`src/rtl/ccf_pkg.sv`:
```
package ccf_pkg;

   // Shared per-cycle controls fanned out to every flag cell
   typedef struct packed {
      logic start;    // sequence start: wipe flag and arm
      logic fast;     // result read alone clears
      logic arm_req;  // status read in two-step mode
   } ccf_ctrl_t;

endpackage

```
`src/rtl/ccf_pos_decode.sv`:
```
module ccf_pos_decode #(
   parameter int N     = 8,
   parameter int BASE  = 8,
   parameter int IDX_W = 4
) (
   input  logic             valid,
   input  logic [IDX_W-1:0] idx,
   output logic [N-1:0]     hit
);

   if (BASE + N > (1 << IDX_W)) begin : g_bad_width
      $error("ccf_pos_decode: index width too small for window");
   end

   for (genvar i = 0; i < N; i++) begin : g_hit
      localparam logic [IDX_W-1:0] POS = IDX_W'(BASE + i);
      assign hit[i] = valid && (idx == POS);
   end

endmodule

```
`src/rtl/ccf_flag_cell.sv`:
```
module ccf_flag_cell
   import ccf_pkg::*;
(
   input  logic      clk,
   input  logic      rst_n,
   input  ccf_ctrl_t ctrl,
   input  logic      set_hit,
   input  logic      res_hit,
   output logic      flag_q
);

   logic arm_q;
   logic clr;
   logic flag_d;
   logic arm_d;

   assign clr = res_hit && (ctrl.fast || arm_q);

   always_comb begin
      if (ctrl.start)      flag_d = 1'b0;
      else if (set_hit)    flag_d = 1'b1;
      else if (clr)        flag_d = 1'b0;
      else                 flag_d = flag_q;
   end

   always_comb begin
      if (ctrl.start)                     arm_d = 1'b0;
      else if (res_hit)                   arm_d = 1'b0;
      else if (ctrl.arm_req && flag_q)    arm_d = 1'b1;
      else                                arm_d = arm_q;
   end

   always_ff @(posedge clk or negedge rst_n) begin
      if (!rst_n) begin
         flag_q <= 1'b0;
         arm_q  <= 1'b0;
      end else begin
         flag_q <= flag_d;
         arm_q  <= arm_d;
      end
   end


   start_clr_chk: assert property (@(posedge clk) disable iff (!rst_n)
      ctrl.start |=> (!flag_q && !arm_q));


   set_wins_chk: assert property (@(posedge clk) disable iff (!rst_n)
      (set_hit && !ctrl.start) |=> flag_q);


   fast_clr_chk: assert property (@(posedge clk) disable iff (!rst_n)
      (ctrl.fast && res_hit && !set_hit && !ctrl.start) |=> !flag_q);


   unarmed_keep_chk: assert property (@(posedge clk) disable iff (!rst_n)
      (!ctrl.fast && res_hit && !arm_q && !set_hit && !ctrl.start) |=> $stable(flag_q));


   armed_clr_chk: assert property (@(posedge clk) disable iff (!rst_n)
      (!ctrl.fast && res_hit && arm_q && !set_hit && !ctrl.start) |=> !flag_q);


   arm_only_set_chk: assert property (@(posedge clk) disable iff (!rst_n)
      (!flag_q && !arm_q && !ctrl.start) |=> !arm_q);

endmodule

```
`src/rtl/ccf_flag_bank.sv`:
```
module ccf_flag_bank
   import ccf_pkg::*;
#(
   parameter int NUM_FLAGS = 8,
   parameter int BASE_POS  = 8,
   parameter int IDX_W     = 4
) (
   input  logic                 clk,
   input  logic                 rst_n,
   input  logic                 eoc_valid,
   input  logic [IDX_W-1:0]     eoc_pos,
   input  logic                 seq_start_wr,
   input  logic                 fast_clr,
   input  logic                 stat_rd,
   input  logic                 stat_wr,
   input  logic                 res_rd,
   input  logic [IDX_W-1:0]     res_idx,
   output logic [NUM_FLAGS-1:0] flags
);

   localparam logic [IDX_W-1:0] BASE_IDX = IDX_W'(BASE_POS);

   if (NUM_FLAGS < 1) begin : g_bad_count
      $error("ccf_flag_bank: NUM_FLAGS must be at least 1");
   end
   if (BASE_POS + NUM_FLAGS > (1 << IDX_W)) begin : g_bad_idx
      $error("ccf_flag_bank: IDX_W cannot address the flag window");
   end

   ccf_ctrl_t           ctrl;
   logic [NUM_FLAGS-1:0] set_hit;
   logic [NUM_FLAGS-1:0] res_hit;

   assign ctrl.start   = seq_start_wr;
   assign ctrl.fast    = fast_clr;
   assign ctrl.arm_req = stat_rd && !fast_clr;

   ccf_pos_decode #(.N(NUM_FLAGS), .BASE(BASE_POS), .IDX_W(IDX_W)) u_set_dec (
      .valid (eoc_valid),
      .idx   (eoc_pos),
      .hit   (set_hit)
   );

   ccf_pos_decode #(.N(NUM_FLAGS), .BASE(BASE_POS), .IDX_W(IDX_W)) u_res_dec (
      .valid (res_rd),
      .idx   (res_idx),
      .hit   (res_hit)
   );

   for (genvar i = 0; i < NUM_FLAGS; i++) begin : g_cell
      ccf_flag_cell u_cell (
         .clk     (clk),
         .rst_n   (rst_n),
         .ctrl    (ctrl),
         .set_hit (set_hit[i]),
         .res_hit (res_hit[i]),
         .flag_q  (flags[i])
      );
   end


   stat_wr_quiet_chk: assert property (@(posedge clk) disable iff (!rst_n)
      (stat_wr && !eoc_valid && !res_rd && !seq_start_wr) |=> $stable(flags));


   low_pos_ignored_chk: assert property (@(posedge clk) disable iff (!rst_n)
      (eoc_valid && eoc_pos < BASE_IDX && !res_rd && !seq_start_wr) |=> $stable(flags));


   low_res_ignored_chk: assert property (@(posedge clk) disable iff (!rst_n)
      (res_rd && res_idx < BASE_IDX && !eoc_valid && !seq_start_wr) |=> $stable(flags));

endmodule

```
`config.mk`:
```
export PLATFORM = sky130hd
export DESIGN_NAME = ccf_flag_bank
export DESIGN_NICKNAME = d
export VERILOG_FILES = /design/src/rtl/ccf_pkg.sv /design/src/rtl/ccf_pos_decode.sv /design/src/rtl/ccf_flag_cell.sv /design/src/rtl/ccf_flag_bank.sv
export SDC_FILE = /design/constraint.sdc
export NUM_CORES = 1
export LEC_CHECK = 0
export ABC_CLOCK_PERIOD_IN_PS = 1600
export CORE_MARGIN = 8
export CORE_UTILIZATION = 49
export DETAILED_ROUTE_END_ITERATION = 8
export GPL_ROUTABILITY_DRIVEN = 0
export PLACE_DENSITY_LB_ADDON = 0.3
export SETUP_SLACK_MARGIN = 0.3
export SKIP_LAST_GASP = 1
export SYNTH_ARGS = -nofsm -noshare
export SYNTH_HDL_FRONTEND = slang
export SYNTH_SLANG_ARGS = --single-unit
```
`constraint.sdc`:
```
create_clock -name clk -period 1.6 [get_ports clk]
set_input_delay 0.16 -clock clk [delete_from_list [all_inputs] [get_ports clk]]
set_output_delay 0.16 -clock clk [all_outputs]
set_load 0.1 [all_outputs]
```
### Word level (Yosys, flattened, before mapping)

Index checks and enable logic that the tools add are counted.

* register bits after elaboration: 16
* output and inout port bits: 8
* logic and storage cells: 138
* input bits: 16

* equality and inequality tests: 16
* multiplexer cells: 48
* reduce and logical (&&, ||, !) cells: 58

Operators by type and width (number)
* == test 4 bit, second input constant: 16
* 2-to-1 mux 1 bit: 48
* nonzero test 3 bit: 16
* logical AND 1 bit: 33
* logical OR 1 bit: 8
* logical NOT 1 bit: 1

### Depth between registers and ports, before layout

* word-level depth: 6
* depth in mapped cells: 5
* gate-level depth less buffers: 3

### Cells and area by module

A second synthesis with hierarchy kept.

* cells, all modules: 91
* area, all modules: 852.1 µm²

Modules (own cells, without submodules)
* ccf_flag_cell: area an instance 82.6 µm², cells an instance 8, instances 8, sequential area each 50.0 µm²
* ccf_pos_decode: area an instance 88.8 µm², cells an instance 13, instances 2, sequential area each 0.0 µm²
* ccf_flag_bank: area an instance 13.8 µm², cells an instance 1, instances 1, sequential area each 0.0 µm²

### Worst setup path after synthesis

Ideal clock, no wire load.

* path type: in2reg
* start point: in res_idx[1]
* end point: reg g_cell[1].u_cell.flag_q
* library setup time: 0.135 ns
* arrival: 0.685 ns
* path slack: 0.780 ns
* required time: 1.465 ns
* path buffers: 0
* stages: 3
* path through: nand2b_1 o311ai_1 o31ai_1

* longest elaborated chain between the ends: 4

RTL lines
* from (decl): line ccf_flag_bank.sv:17 `input logic [IDX_W-1:0] res_idx,`
* == test 4 bit: line ccf_pos_decode.sv:17 `assign hit[i] = valid && (idx == POS);`
* logical AND 1 bit: line ccf_pos_decode.sv:17
* logical AND 1 bit: line ccf_flag_cell.sv:17 `assign clr = res_hit && (ctrl.fast || arm_q);`
* nonzero test 3 bit (no source line)
* to (signal assigned): line ccf_flag_cell.sv:38 `flag_q <= flag_d;`
* to (decl): line ccf_flag_cell.sv:9 `output logic flag_q`

Every way passes these cells.
A chain may end at the register's enable or synchronous reset.

### Worst setup path in the final report

Ends and elaborated chain as after synthesis.

==> metrics.yaml <==
layout:
  final_nets: 126
  postLayoutCellArea_sq_um: 1130
  filler_cell_count: 137
  multi_input_comb_area_sq_um: 348
  finish.cell_count_without_fillers: 125
  layout_stage_area_growth_over_the_synthesis_result_pct: 34.4
  insertedDiodeCount: 0
  layout-drive-gt1-share_pct: 16.7
  final-seq-area_sq_um: 400
die:
  die_outline_area_sq_um: 3300
  placeableCoreArea_sq_um: 1670
  die_w_um: 57.4
  die-height_um: 57.4
  rows: 15
  io_pins: 24
  floorplan.initialDensity_pct: 50.3
route:
  drt-pass1-iter-count: 4
  wl_per_cell_um: 17.7
  remaining_drc_errors: 0
  detail-route-antenna-nets: 0
  routed_wirelength_mm: 2.21
  post_drt_via_cell_ratio: 6.12
  routed-via-count: 765
  initialDrtViolationCount: 34
placed_design:
  detailed_place_hpwl_mm: 1.63
  detailedPlace.worstSlack_ns: 0.0338
  numPortBuffers: 22
  postPlaceCellArea_sq_um: 1100
  place.detailed.instances: 122
global_routing:
  number_of_global_route_vias_before_repair: 813
  antenna_found_initial: 0
  grt_first_pass_wirelength_mm: 3.78
  globalRouteTotalUtil_pct: 14.4
  grt_start_max_net_pins: 17
  grt_overflow: 0
logic_synthesis:
  syn_inst: 90
  synthMostInstantiatedCell: "sky130_fd_sc_hd__dfrtp_1"
  synthesis.area_sq_um: 841
  yosys.cell_types.count: 20
  yosys_warnings: 0
  synth_nets: 106
  synth.yosys.seq_area_share_pct: 47.6
  postSynth.topFlopCell: "sky130_fd_sc_hd__dfrtp_1"
  synthDominantCellAreaShare_pct: 47.6
  synth.ff_latch_count: 16
  synthesis.area_per_instance_sq_um: 9.34
  netlist.top_cell.by_area: "sky130_fd_sc_hd__dfrtp_1"
  post_synth_arst_share_pct: 100
  number_of_enable_flip_flop_cells_after_synthesis: 0
  synthTopCellsByArea: "sky130_fd_sc_hd__dfrtp_1 (48%), sky130_fd_sc_hd__buf_4 (7.1%), sky130_fd_sc_hd__nor2_1 (6.7%)"
  ys_top_cells_by_count: "sky130_fd_sc_hd__dfrtp_1 (16), sky130_fd_sc_hd__nor2_1 (15), sky130_fd_sc_hd__nor3_1 (10), sky130_fd_sc_hd__a21oi_1 (8), sky130_fd_sc_hd__buf_4 (8)"
clock_network:
  clkSlewWorstSetupHoldPaths_ns: 0.09
  tritoncts_clock_tree: "done"
  clock_sinks: 16
  clock_tree.htree_level_count: 1
  clock_path_buffers: 2
  total_of_hold_buffers_inserted_after_clock_tree_synthesis: 0
  root_buffer: "sky130_fd_sc_hd__clkbuf_4"
  clock_latency_reported_for_the_late_side_of_the_worst_skew_pair_ns: 0.28
  cts_buffers: 3
critical_path:
  endpoint_kind: "register"
  cp_max_fo: 7
  crit_arrival_ns: 1.37
  cp_data_required_time_ns: 1.76
  critical_path.startpoint_type: "primary input"
  crit_buf_inv: 1
  regToRegSetupSlack_ns: 0.70
  worstPathCellList: "clkdlybuf4s50_1, nand2b_1, o311ai_1, o31ai_1"
  crit_type: "primary input to register"
  crit_path_top_delay_cell: "sky130_fd_sc_hd__clkdlybuf4s50_1"
  worst_path_largest_cell_delay_ns: 0.54
  largest_delay_contributor_family_on_the_critical_path: "buffers and inverters"
sta:
  setup_tns_ns: 0
  slew-limit-headroom_pct: 74.4
  max_slew.worst_pin.slew_ns: 0.382
  shortest_period_the_worst_path_allows_ns: 1.22
  timing.final.setup_violations: 0
  fin_hold_viols: 0
  final.period_utilization_pct: 76.1
  clock_tree_skew_after_final_layout_ns: 0.00482
  fin_ws_ns: 0.382
  finalMaxSlewViolations: 0
  rsz_0062_raised_after_global_routing: "no"
  highest_clock_frequency_the_design_can_meet_ghz: 0.821
outcome:
  outcome: "finished, final reports clean"
power:
  cell_internal_pwr_mw: 0.566
  total_leakage_power_nw: 0.472
  irDropWorstVdd_v: 0.000453
  share_clk_of_total_power_pct: 26.5
  p_sw_mw: 0.223
  power_switching_share_pct: 28.3
  sequentialPowerShare_pct: 52.8
  power_frac_comb_pct: 20.6
  pwr_per_cell_area_nw_per_um2: 698
job:
  maxCapViolCount: 0
worst_hold_path:
  worst_hold_path_type: "primary input to async pin"
## area by class of cell
cell class	count	area share, %
Sequential cell	16	35.4
Multi-Input combinational cell	61	30.8
Timing Repair Buffer	26	29.2
Clock buffer	3	1.99
Tap cell	17	1.88
Inverter	2	0.664
## path summary, 6_finish.rpt
kind,start,end,cells past startpoint
max,res_idx[1],g_cell[1].u_cell.flag_q,4
min,rst_n,g_cell[7].u_cell.flag_q,2
max reg2reg,g_cell[3].u_cell.arm_q,g_cell[3].u_cell.flag_q,3
min reg2reg,g_cell[1].u_cell.arm_q,g_cell[1].u_cell.arm_q,2
max in group asynchronous,rst_n,g_cell[4].u_cell.flag_q,2
min in group clk,g_cell[1].u_cell.arm_q,g_cell[1].u_cell.arm_q,2
## power by group through the flow
stage,Sequential [mW],Combinational [mW],Clock (mW)
floorplan,0.421,0.0837,0
global placement,0.424,0.159,0
detailed placement,0.425,0.162,0
CTS,0.417,0.163,0.221
global route,0.418,0.174,0.244
finish,0.417,0.163,0.209
## per-layer routing
layer	track usage (%)	up-vias	wire length, um
li1	-	357	-
met1	16.4	353	852
met2	21.7	49	1040
met3	6.73	6	284
met4	7.86	0	33
met5	0	-	0
## state kept, by name, summed over array words and instances, names as in the netlist
| register | cells |
|---|---|
| g_cell.u_cell.arm_q | 8 |
| g_cell.u_cell.flag_q | 8 |
## worst register-to-register path, stage by stage, from the launching register on
cell and delay [ns]:
sky130_fd_sc_hd__dfrtp_1 0.36, sky130_fd_sc_hd__nor2_1 0.05, sky130_fd_sc_hd__o311ai_1 0.28, sky130_fd_sc_hd__o21ai_1 0.11
## cell families after synthesis
group / Yosys count / synth area share (%)
AND/OR/NAND/NOR: 39 / 24.1
AO/OA/AOI/OAI: 22 / 17.0
flip-flops: 16 / 47.6
buffers and inverters: 13 / 11.3
## placed cells by master, fill, tap and decap left out, types with 2 or more instances in the layout
cell type,n
sky130_fd_sc_hd__dfrtp_1,16
sky130_fd_sc_hd__nor2_1,15
sky130_fd_sc_hd__clkdlybuf4s50_1,14
sky130_fd_sc_hd__nor3_1,10
sky130_fd_sc_hd__a21oi_1,8
sky130_fd_sc_hd__buf_12,8
sky130_fd_sc_hd__o311ai_1,6
sky130_fd_sc_hd__o21ai_1,5
sky130_fd_sc_hd__nand2b_1,4
sky130_fd_sc_hd__buf_4,4
sky130_fd_sc_hd__nand2_1,3
sky130_fd_sc_hd__clkbuf_4,3
sky130_fd_sc_hd__inv_1,2
sky130_fd_sc_hd__nor4_1,2
sky130_fd_sc_hd__o32ai_1,2
## metrics by stage
| stage | util (%) | hold slack [ns] | power (mW) |
|---|---|---|---|
| global route | 67.6 | 0.182 | 0.835 |
| finish | 67.6 | 0.187 | 0.789 |
| global placement | 66.1 | 0.501 | 0.584 |
| detailed placement | 66.1 | 0.508 | 0.586 |
| CTS | 67.5 | 0.188 | 0.801 |
| floorplan | - | -0.136 | 0.505 |
## timing repair
item | CTS | global route
setup buffers | 0 | 0
resized for setup | 0 | 1
setup endpoints to repair | 0 | 7
Note: power is estimated with default switching activity, not from simulation.
